File: config.mk
export PLATFORM = sky130hd
export DESIGN_NAME = tmr_unit_front
export DESIGN_NICKNAME = d
export VERILOG_FILES = /design/src/rtl/tmr_pkg.sv /design/src/rtl/tmr_prescaler.sv /design/src/rtl/tmr_addr_decode.sv /design/src/rtl/tmr_rdata_mux.sv /design/src/rtl/tmr_unit_front.sv
export SDC_FILE = /design/constraint.sdc
export NUM_CORES = 1
export LEC_CHECK = 0
export ABC_AREA = 1
export BUFFER_PORTS_ARGS = -buffer_cell sky130_fd_sc_hd__buf_2
export CORE_UTILIZATION = 52
export DETAILED_ROUTE_END_ITERATION = 8
export PLACE_DENSITY_LB_ADDON = 0.2
export SETUP_SLACK_MARGIN = 0.2
export SYNTH_ARGS = -nofsm -noshare
export SYNTH_HDL_FRONTEND = slang
export SYNTH_HIERARCHICAL = 1
export SYNTH_SLANG_ARGS = --single-unit
File: constraint.sdc
create_clock -name clk_i -period 4.1 [get_ports clk_i]
set_input_delay 0.82 -clock clk_i [delete_from_list [all_inputs] [get_ports clk_i]]
set_output_delay 0.82 -clock clk_i [all_outputs]
set_load 0.02 [all_outputs]
File: src/rtl/tmr_pkg.sv
package tmr_pkg;
  localparam int unsigned DW    = 32;
  localparam int unsigned DEC_W = 8;

  typedef enum logic [2:0] {
    TGT_NONE,
    TGT_PSC_VAL,
    TGT_PSC_RLD,
    TGT_UNIT_CFG,
    TGT_CHAN
  } tgt_e;

  localparam logic [1:0] OFS_A = 2'd0;
  localparam logic [1:0] OFS_B = 2'd1;
  localparam logic [1:0] OFS_C = 2'd2;
  localparam logic [1:0] OFS_X = 2'd3;

  function automatic logic [DW-1:0] unit_cfg(int unsigned n_ch, int unsigned irq_base);
    logic [DW-1:0] w;
    w        = '0;
    w[2:0]   = 3'(n_ch % 8);
    w[7:3]   = 5'(irq_base % 32);
    w[8]     = 1'b1;
    w[9]     = 1'b1;
    return w;
  endfunction
endpackage

File: src/rtl/tmr_prescaler.sv
module tmr_prescaler #(
  parameter int unsigned PSC_W = 16
) (
  input  logic             clk_i,
  input  logic             rst_ni,
  input  logic             val_we_i,
  input  logic             rld_we_i,
  input  logic [PSC_W-1:0] wdata_i,
  output logic [PSC_W-1:0] cnt_o,
  output logic [PSC_W-1:0] rld_o,
  output logic             tick_o
);
  logic [PSC_W-1:0] cnt_q, rld_q;
  logic             tick_q, past_ok_q;

  always_ff @(posedge clk_i or negedge rst_ni) begin
    if (!rst_ni) begin
      cnt_q     <= '0;
      rld_q     <= '0;
      tick_q    <= 1'b0;
      past_ok_q <= 1'b0;
    end else begin
      past_ok_q <= 1'b1;
      tick_q    <= 1'b0;
      if (val_we_i) begin
        cnt_q <= wdata_i;
      end else if (cnt_q == '0) begin
        cnt_q  <= rld_q;
        tick_q <= 1'b1;
      end else begin
        cnt_q <= cnt_q - 1'b1;
      end
      if (rld_we_i) rld_q <= wdata_i;
    end
  end

  assign cnt_o  = cnt_q;
  assign rld_o  = rld_q;
  assign tick_o = tick_q;

  p_tick_from_zero_r3: assert property (@(posedge clk_i) disable iff (!rst_ni)
    (past_ok_q && tick_q) |-> ($past(cnt_q) == '0 && !$past(val_we_i)));
  p_count_down_r3: assert property (@(posedge clk_i) disable iff (!rst_ni)
    (past_ok_q && !$past(val_we_i) && $past(cnt_q) != '0)
      |-> (cnt_q == $past(cnt_q) - 1'b1 && !tick_q));
  p_load_r4: assert property (@(posedge clk_i) disable iff (!rst_ni)
    (past_ok_q && $past(val_we_i)) |-> (cnt_q == $past(wdata_i) && !tick_q));
  p_reload_hold_r4: assert property (@(posedge clk_i) disable iff (!rst_ni)
    (past_ok_q && !$past(rld_we_i)) |-> $stable(rld_q));
endmodule

File: src/rtl/tmr_addr_decode.sv
module tmr_addr_decode
  import tmr_pkg::*;
#(
  parameter int unsigned N_CH = 2
) (
  input  logic             clk_i,
  input  logic             rst_ni,
  input  logic             req_i,
  input  logic [DEC_W-1:0] addr_i,
  output tgt_e             tgt_o,
  output logic [N_CH-1:0]  ch_hit_o,
  output logic [1:0]       reg_o
);
  logic [3:0] win;
  logic [1:0] ofs;
  logic [N_CH-1:0] hit;

  assign win   = addr_i[7:4];
  assign ofs   = addr_i[3:2];
  assign reg_o = ofs;

  for (genvar g = 0; g < N_CH; g++) begin : g_win
    assign hit[g] = (win == 4'(g + 1)) && (ofs != OFS_X);
  end

  always_comb begin
    tgt_o = TGT_NONE;
    if (win == 4'd0) begin
      case (ofs)
        OFS_A:   tgt_o = TGT_PSC_VAL;
        OFS_B:   tgt_o = TGT_PSC_RLD;
        OFS_C:   tgt_o = TGT_UNIT_CFG;
        default: tgt_o = TGT_NONE;
      endcase
    end else if (|hit) begin
      tgt_o = TGT_CHAN;
    end
  end

  assign ch_hit_o = req_i ? hit : '0;

  p_sel_onehot_r6: assert property (@(posedge clk_i) disable iff (!rst_ni)
    $onehot0(ch_hit_o));
  p_sel_needs_req_r6: assert property (@(posedge clk_i) disable iff (!rst_ni)
    (|ch_hit_o) |-> req_i);
  p_sel_not_unmapped_r8: assert property (@(posedge clk_i) disable iff (!rst_ni)
    (addr_i[3:2] == OFS_X || addr_i[7:4] == 4'd0) |-> (ch_hit_o == '0));
endmodule

File: src/rtl/tmr_rdata_mux.sv
module tmr_rdata_mux
  import tmr_pkg::*;
#(
  parameter int unsigned N_CH     = 2,
  parameter int unsigned PSC_W    = 16,
  parameter int unsigned IRQ_BASE = 8
) (
  input  tgt_e               tgt_i,
  input  logic [N_CH-1:0]    ch_hit_i,
  input  logic [PSC_W-1:0]   cnt_i,
  input  logic [PSC_W-1:0]   rld_i,
  input  logic [N_CH*DW-1:0] ch_rdata_i,
  output logic [DW-1:0]      rdata_o
);
  localparam logic [DW-1:0] CFG_WORD = unit_cfg(N_CH, IRQ_BASE);

  logic [DW-1:0] ch_word;

  always_comb begin
    ch_word = '0;
    for (int c = 0; c < N_CH; c++) begin
      if (ch_hit_i[c]) ch_word = ch_word | ch_rdata_i[c*DW +: DW];
    end
  end

  always_comb begin
    case (tgt_i)
      TGT_PSC_VAL:  rdata_o = DW'(cnt_i);
      TGT_PSC_RLD:  rdata_o = DW'(rld_i);
      TGT_UNIT_CFG: rdata_o = CFG_WORD;
      TGT_CHAN:     rdata_o = ch_word;
      default:      rdata_o = '0;
    endcase
  end
endmodule

File: src/rtl/tmr_unit_front.sv
module tmr_unit_front
  import tmr_pkg::*;
#(
  parameter int unsigned N_CH     = 2,
  parameter int unsigned IRQ_BASE = 8,
  parameter int unsigned PSC_W    = 16,
  parameter int unsigned AW       = 32
) (
  input  logic               clk_i,
  input  logic               rst_ni,
  input  logic               req_i,
  input  logic               we_i,
  input  logic [AW-1:0]      addr_i,
  input  logic [DW-1:0]      wdata_i,
  output logic [DW-1:0]      rdata_o,
  output logic               tick_o,
  output logic [N_CH-1:0]    ch_sel_o,
  output logic               ch_we_o,
  output logic [1:0]         ch_reg_o,
  output logic [DW-1:0]      ch_wdata_o,
  input  logic [N_CH*DW-1:0] ch_rdata_i,
  input  logic [N_CH-1:0]    ch_irq_i,
  output logic [N_CH-1:0]    irq_o
);
  if (N_CH < 1 || N_CH > 8) begin : g_bad_cfg
    $error("channel count out of range");
  end

  tgt_e            tgt;
  logic [N_CH-1:0] ch_hit;
  logic [1:0]      reg_idx;
  logic            wr, rd;
  logic [DW-1:0]   rd_word, rdata_q;
  logic [N_CH-1:0] irq_q;
  logic [PSC_W-1:0] psc_cnt, psc_rld;
  logic            past_ok_q;

  assign wr = req_i &  we_i;
  assign rd = req_i & ~we_i;

  tmr_addr_decode #(.N_CH(N_CH)) i_dec (
    .clk_i    (clk_i),
    .rst_ni   (rst_ni),
    .req_i    (req_i),
    .addr_i   (addr_i[DEC_W-1:0]),
    .tgt_o    (tgt),
    .ch_hit_o (ch_hit),
    .reg_o    (reg_idx)
  );

  tmr_prescaler #(.PSC_W(PSC_W)) i_psc (
    .clk_i    (clk_i),
    .rst_ni   (rst_ni),
    .val_we_i (wr && tgt == TGT_PSC_VAL),
    .rld_we_i (wr && tgt == TGT_PSC_RLD),
    .wdata_i  (wdata_i[PSC_W-1:0]),
    .cnt_o    (psc_cnt),
    .rld_o    (psc_rld),
    .tick_o   (tick_o)
  );

  tmr_rdata_mux #(.N_CH(N_CH), .PSC_W(PSC_W), .IRQ_BASE(IRQ_BASE)) i_mux (
    .tgt_i      (tgt),
    .ch_hit_i   (ch_hit),
    .cnt_i      (psc_cnt),
    .rld_i      (psc_rld),
    .ch_rdata_i (ch_rdata_i),
    .rdata_o    (rd_word)
  );

  always_ff @(posedge clk_i or negedge rst_ni) begin
    if (!rst_ni) begin
      rdata_q   <= '0;
      irq_q     <= '0;
      past_ok_q <= 1'b0;
    end else begin
      past_ok_q <= 1'b1;
      irq_q     <= ch_irq_i;
      if (rd) rdata_q <= rd_word;
    end
  end

  assign rdata_o    = rdata_q;
  assign irq_o      = irq_q;
  assign ch_sel_o   = ch_hit;
  assign ch_we_o    = wr && (tgt == TGT_CHAN);
  assign ch_reg_o   = reg_idx;
  assign ch_wdata_o = wdata_i;

  p_unmapped_zero_r8: assert property (@(posedge clk_i) disable iff (!rst_ni)
    (past_ok_q && $past(rd) && $past(tgt) == TGT_NONE) |-> (rdata_o == '0));
  p_irq_delay_r10: assert property (@(posedge clk_i) disable iff (!rst_ni)
    past_ok_q |-> (irq_o == $past(ch_irq_i)));
  p_rdata_hold_r11: assert property (@(posedge clk_i) disable iff (!rst_ni)
    (past_ok_q && !$past(rd)) |-> $stable(rdata_o));
  p_chan_we_sel_r6: assert property (@(posedge clk_i) disable iff (!rst_ni)
    ch_we_o |-> ($onehot(ch_sel_o) && we_i));
endmodule

# == Word level (Yosys, flattened, before mapping) ==
# Cells that the tools add are included.
# word_totals
ff_bits,67
in_bits,134
output_inout_bits,72
word_cells,39
# classes
add_sub_neg,1
n_eq_ne,9
muxes,11
bitwise,4
reduce_logical,9
# op_table
op,n
32-bit one-hot mux with 4 select lines,1
32-bit two-way mux,2
16-bit two-way mux,2
32-bit OR,1
16-bit zero test,1
"16-bit by 1-bit subtractor with 16-bit output, second input constant",1
"3-bit by 2-bit equality test with 1-bit output, second input constant",2
3-bit two-way mux,2
2-bit one-hot mux with 3 select lines,1
1-bit logical AND,5
"4-bit by 1-bit equality test with 1-bit output, second input constant",1
"4-bit by 2-bit equality test with 1-bit output, second input constant",1
4-bit zero test,1
"3-bit by 1-bit equality test with 1-bit output, second input constant",1
"3-bit equality test, second input constant",1
1-bit AND,2
"2-bit by 1-bit equality test with 1-bit output, second input constant",1
"2-bit equality test, second input constant",1
2-bit zero test,1
1-bit two-way mux,2
2-bit two-way mux,1
"2-bit != test, second input constant",1
2-bit OR reduction,1
1-bit inverter,1

# == Logic depth before layout (Yosys ltp) ==
# logic_depth
word_depth,8
depth_mapped,14

# == Cells and area by module ==
# Netlist, hierarchy kept.
# by_module_without_submodules
module,instances,cells_per_inst,area_each_um2
tmr_prescaler,1,278,1989.4
tmr_unit_front,1,185,1629.1
tmr_rdata_mux,1,181,858.3
tmr_addr_decode,1,24,130.1

# == Worst setup path before layout ==
# No wires, ideal clock.
# synth_timing
path_type,input-to-output
startpoint,in addr_i[2]
endpoint,out ch_we_o
arrival_time_ns,1.764
setup_slack_ns,1.516
stages,7
path_cell_list,ha_1 -> inv_1 -> o21ai_0 -> nor2_1 -> inv_1 -> nand2_1 -> nor2_1
# synth_rtl
element,line,rtl
start: declaration,tmr_unit_front.sv:13,"input logic [AW-1:0] addr_i,"
2-bit equality test (tied with other cells),tmr_addr_decode.sv:29,case (ofs)
2-bit one-hot mux with 3 select lines (*),tmr_addr_decode.sv:29,
3-bit two-way mux (*),tmr_addr_decode.sv:28,if (win == 4'd0) begin
named net tgt[0],tmr_unit_front.sv:29,tgt_e tgt;
3-bit equality test (*),tmr_unit_front.sv:86,assign ch_we_o = wr && (tgt == TGT_CHAN);
1-bit logical AND (*),tmr_unit_front.sv:86,
end: declaration,tmr_unit_front.sv:18,"output logic ch_we_o,"
# The timed path passes the listed nets; every way through them passes the cells marked *.

# == Final worst setup path ==
# Same ends and word-level chain as after synthesis.

==> summary.txt <==
status: finished clean
DRT iter0 DRCs: 251
hpwl dp: 9.60 mm
routed wire length: 12.7 mm
layout cells sized above 1: 0.276
vias in the first global route: 4357
minimum clock period: 3080 ps
Core ar.: 8380 µm²
Die ar.: 9240 µm²
HP Class: in -> async
fill count: 782
Vias/cell: 5.35
H-tree depth: 3
latest clock arrival within the worst-skew pair: 340 ps
TritonRoute pass-1 iters: 5
DIE WIDTH: 96.1 µm
Root Buffer: clkbuf_8
Longest Clk Path Bufs: 2
max-capacitance violation count: 0
WP buf/inv: 4
post-synthesis sequential area ratio: 0.364
worst reg-to-reg path cell count: 8
CTS Hold Bufs: 0
Worst-Margin Slew: 742 ps
Data arrival, critical path: 2260 ps
crit-path cells: buf_2, ha_1, inv_1, o21ai_0, nor2_1, inv_1, nand2_1, nor2_1, buf_2
routed vias: 4708
Synth cell types: 32
Fmax achieved: 324 MHz
port bufs: 147
max incr delay on CP: 570 ps
Worst R2R Setup Slack: 2170 ps
antenna violations before repair: 0
Die Y: 96.1 µm
RePlAce Congestion: 0.966
pwr dens: 356 nW/µm²
# resized after CTS: 0
P_leak: 2.91 nW
nature of the critical path startpoint: input port
P&R area growth vs syn: 14.8%
DRT antenna net count: 0
Crit path required time: 3280 ps
Crit-path slowest cell: nor2_1
commonest cells after routing, fill and taps aside: nand2_1, buf_2, nand3_1
dpl cell area: 5090 µm²
Antenna diodes: 0
initial core utilization: 0.550
io pins: 206
number of setup buffers added after CTS: 0
drc violations: 0
Relative slew margins: 0.504
Sink Count: 67
post-synthesis cell count: 668
Synth Register Bits: 67
RSZ-0062 raised after global routing: false
final period utilization: 0.752
fin area: 5290 µm²
Post-Syn Area per Cell: 6.90 µm²
CTS tree: built
total track usage: 0.292
final setup violation count: 0
Slew Viols, Final: 0
grt ovf: 0
leading cell type in the layout, fill and taps excluded: nand2_1
YS warnings: 6
cell family with most CP delay: simple AND/OR/NAND/NOR gates
syn_nets: 807
peak fanout along the critical path: 8
peak supply drop: 0.000247 V
count of final hold-check violations: 0
# rows: 33
first-pass GRT wire length: 20.6 mm
drt wl/cell: 14.5 µm
CTS Buf Count: 9
setup_tns: 0 ps
post-route clock skew: 6.38 ps
mapped cell area: 4610 µm²
Worst Path Class, Setup: in -> out
kind of end point of the critical path: output pin
critical path depth: 9
clock-pin slew on the worst setup and hold paths: 70 ps
largest net degree at the start of global routing: 34
# nets final: 909
## per-layer routing
| layer | up-vias | track usage | share of wire |
|---|---|---|---|
| li1 | 2295 | - | - |
| met1 | 2205 | 0.376 | 0.44 |
| met2 | 179 | 0.499 | 0.48 |
| met3 | 29 | 0.0395 | 0.058 |
| met4 | 0 | 0.102 | 0.022 |
| met5 | - | 0 | 0 |
## registers in the layout, summed over array words and instances (netlist names)
| register | count |
|---|---|
| rdata_o | 32 |
| i_psc/tick_o | 1 |
| i_psc/rld_o | 16 |
| irq_o | 2 |
| i_psc/cnt_o | 16 |
## logic make-up (layout without fill, tap and decap cells)
family / after synthesis / in the layout / share of synthesized area
AND/OR/NAND/NOR: 436 / 436 / 0.419
AO/OA/AOI/OAI: 42 / 42 / 0.0559
multiplexers: 4 / 4 / 0.00978
buffers and inverters: 113 / 220 / 0.136
flip-flops: 67 / 67 / 0.364
adder cells (fa/ha/maj): 5 / 5 / 0.0136
XOR/XNOR: 1 / 1 / 0.00190
## stage by stage
stage / instances / utilization / hold WS [ps] / total power [mW] / setup slack, ps
after detailed placement: 864 / 0.608 / 453 / 1.33 / 810
final: 880 / 0.631 / 324 / 1.88 / 1020
after global placement: 864 / 0.608 / 449 / 1.32 / 846
after global routing: 880 / 0.631 / 335 / 1.98 / 821
after floorplan: 668 / - / 504 / 1.20 / 1520
after CTS: 880 / 0.631 / 325 / 1.89 / 1030
## area by class of cell
type,count,area (µm²),share of cell area
multi-input combinational,488,2310,0.436
sequential,67,1680,0.317
clock buffer,11,141,0.0267
clock inverter,5,52.6,0.00994
timing repair buffer,155,796,0.150
inverter,49,184,0.0348
tap,105,131,0.0248
## synthesized netlist by cell type (all sizes together)
cell type    n  area, µm²
nand2      281       1080
nand3       86        445
dfrtp       67       1680
buf         54        395
inv         48        180
nor2        43        221
o21ai       21        105
nand4       19        119
a21oi       17        123
clkbuf      10       48.8
ha           5       62.6
mux2         4       45.0
nor3         4       41.3
o211ai       3       22.5
nand3b       2       15.0
a21boi       1       7.51
clkinv       1       3.75
or2          1       6.26
xor2         1       8.76
## report_power, final
| part | total [mW] | internal [mW] | switching (mW) |
|---|---|---|---|
| Clock | 0.554 | 0.295 | 0.259 |
| Sequential | 0.876 | 0.756 | 0.120 |
| Combinational | 0.452 | 0.164 | 0.289 |
| Total | 1.88 | 1.21 | 0.668 |
## worst register-to-register path, delay by kind of cell, from the launching register on
family,cells,cell delay [ps]
adder cells (fa/ha/maj),1,250
buffers and inverters,1,170
flip-flops,1,400
AND/OR/NAND/NOR,6,1060
## final timing paths
check	startpoint	endpoint
min	rst_ni	rdata_o[28]$_DFFE_PN0P_
min reg2reg	rdata_o[14]$_DFFE_PN0P_	rdata_o[14]$_DFFE_PN0P_
min in group clk_i	rdata_o[14]$_DFFE_PN0P_	rdata_o[14]$_DFFE_PN0P_
max reg2reg	i_psc/cnt_o[0]$_DFF_PN0_	i_psc/cnt_o[7]$_DFF_PN0_
max in group asynchronous	rst_ni	rdata_o[12]$_DFFE_PN0P_
max	addr_i[2]	ch_we_o
Note: power is estimated with default switching activity, not from simulation.
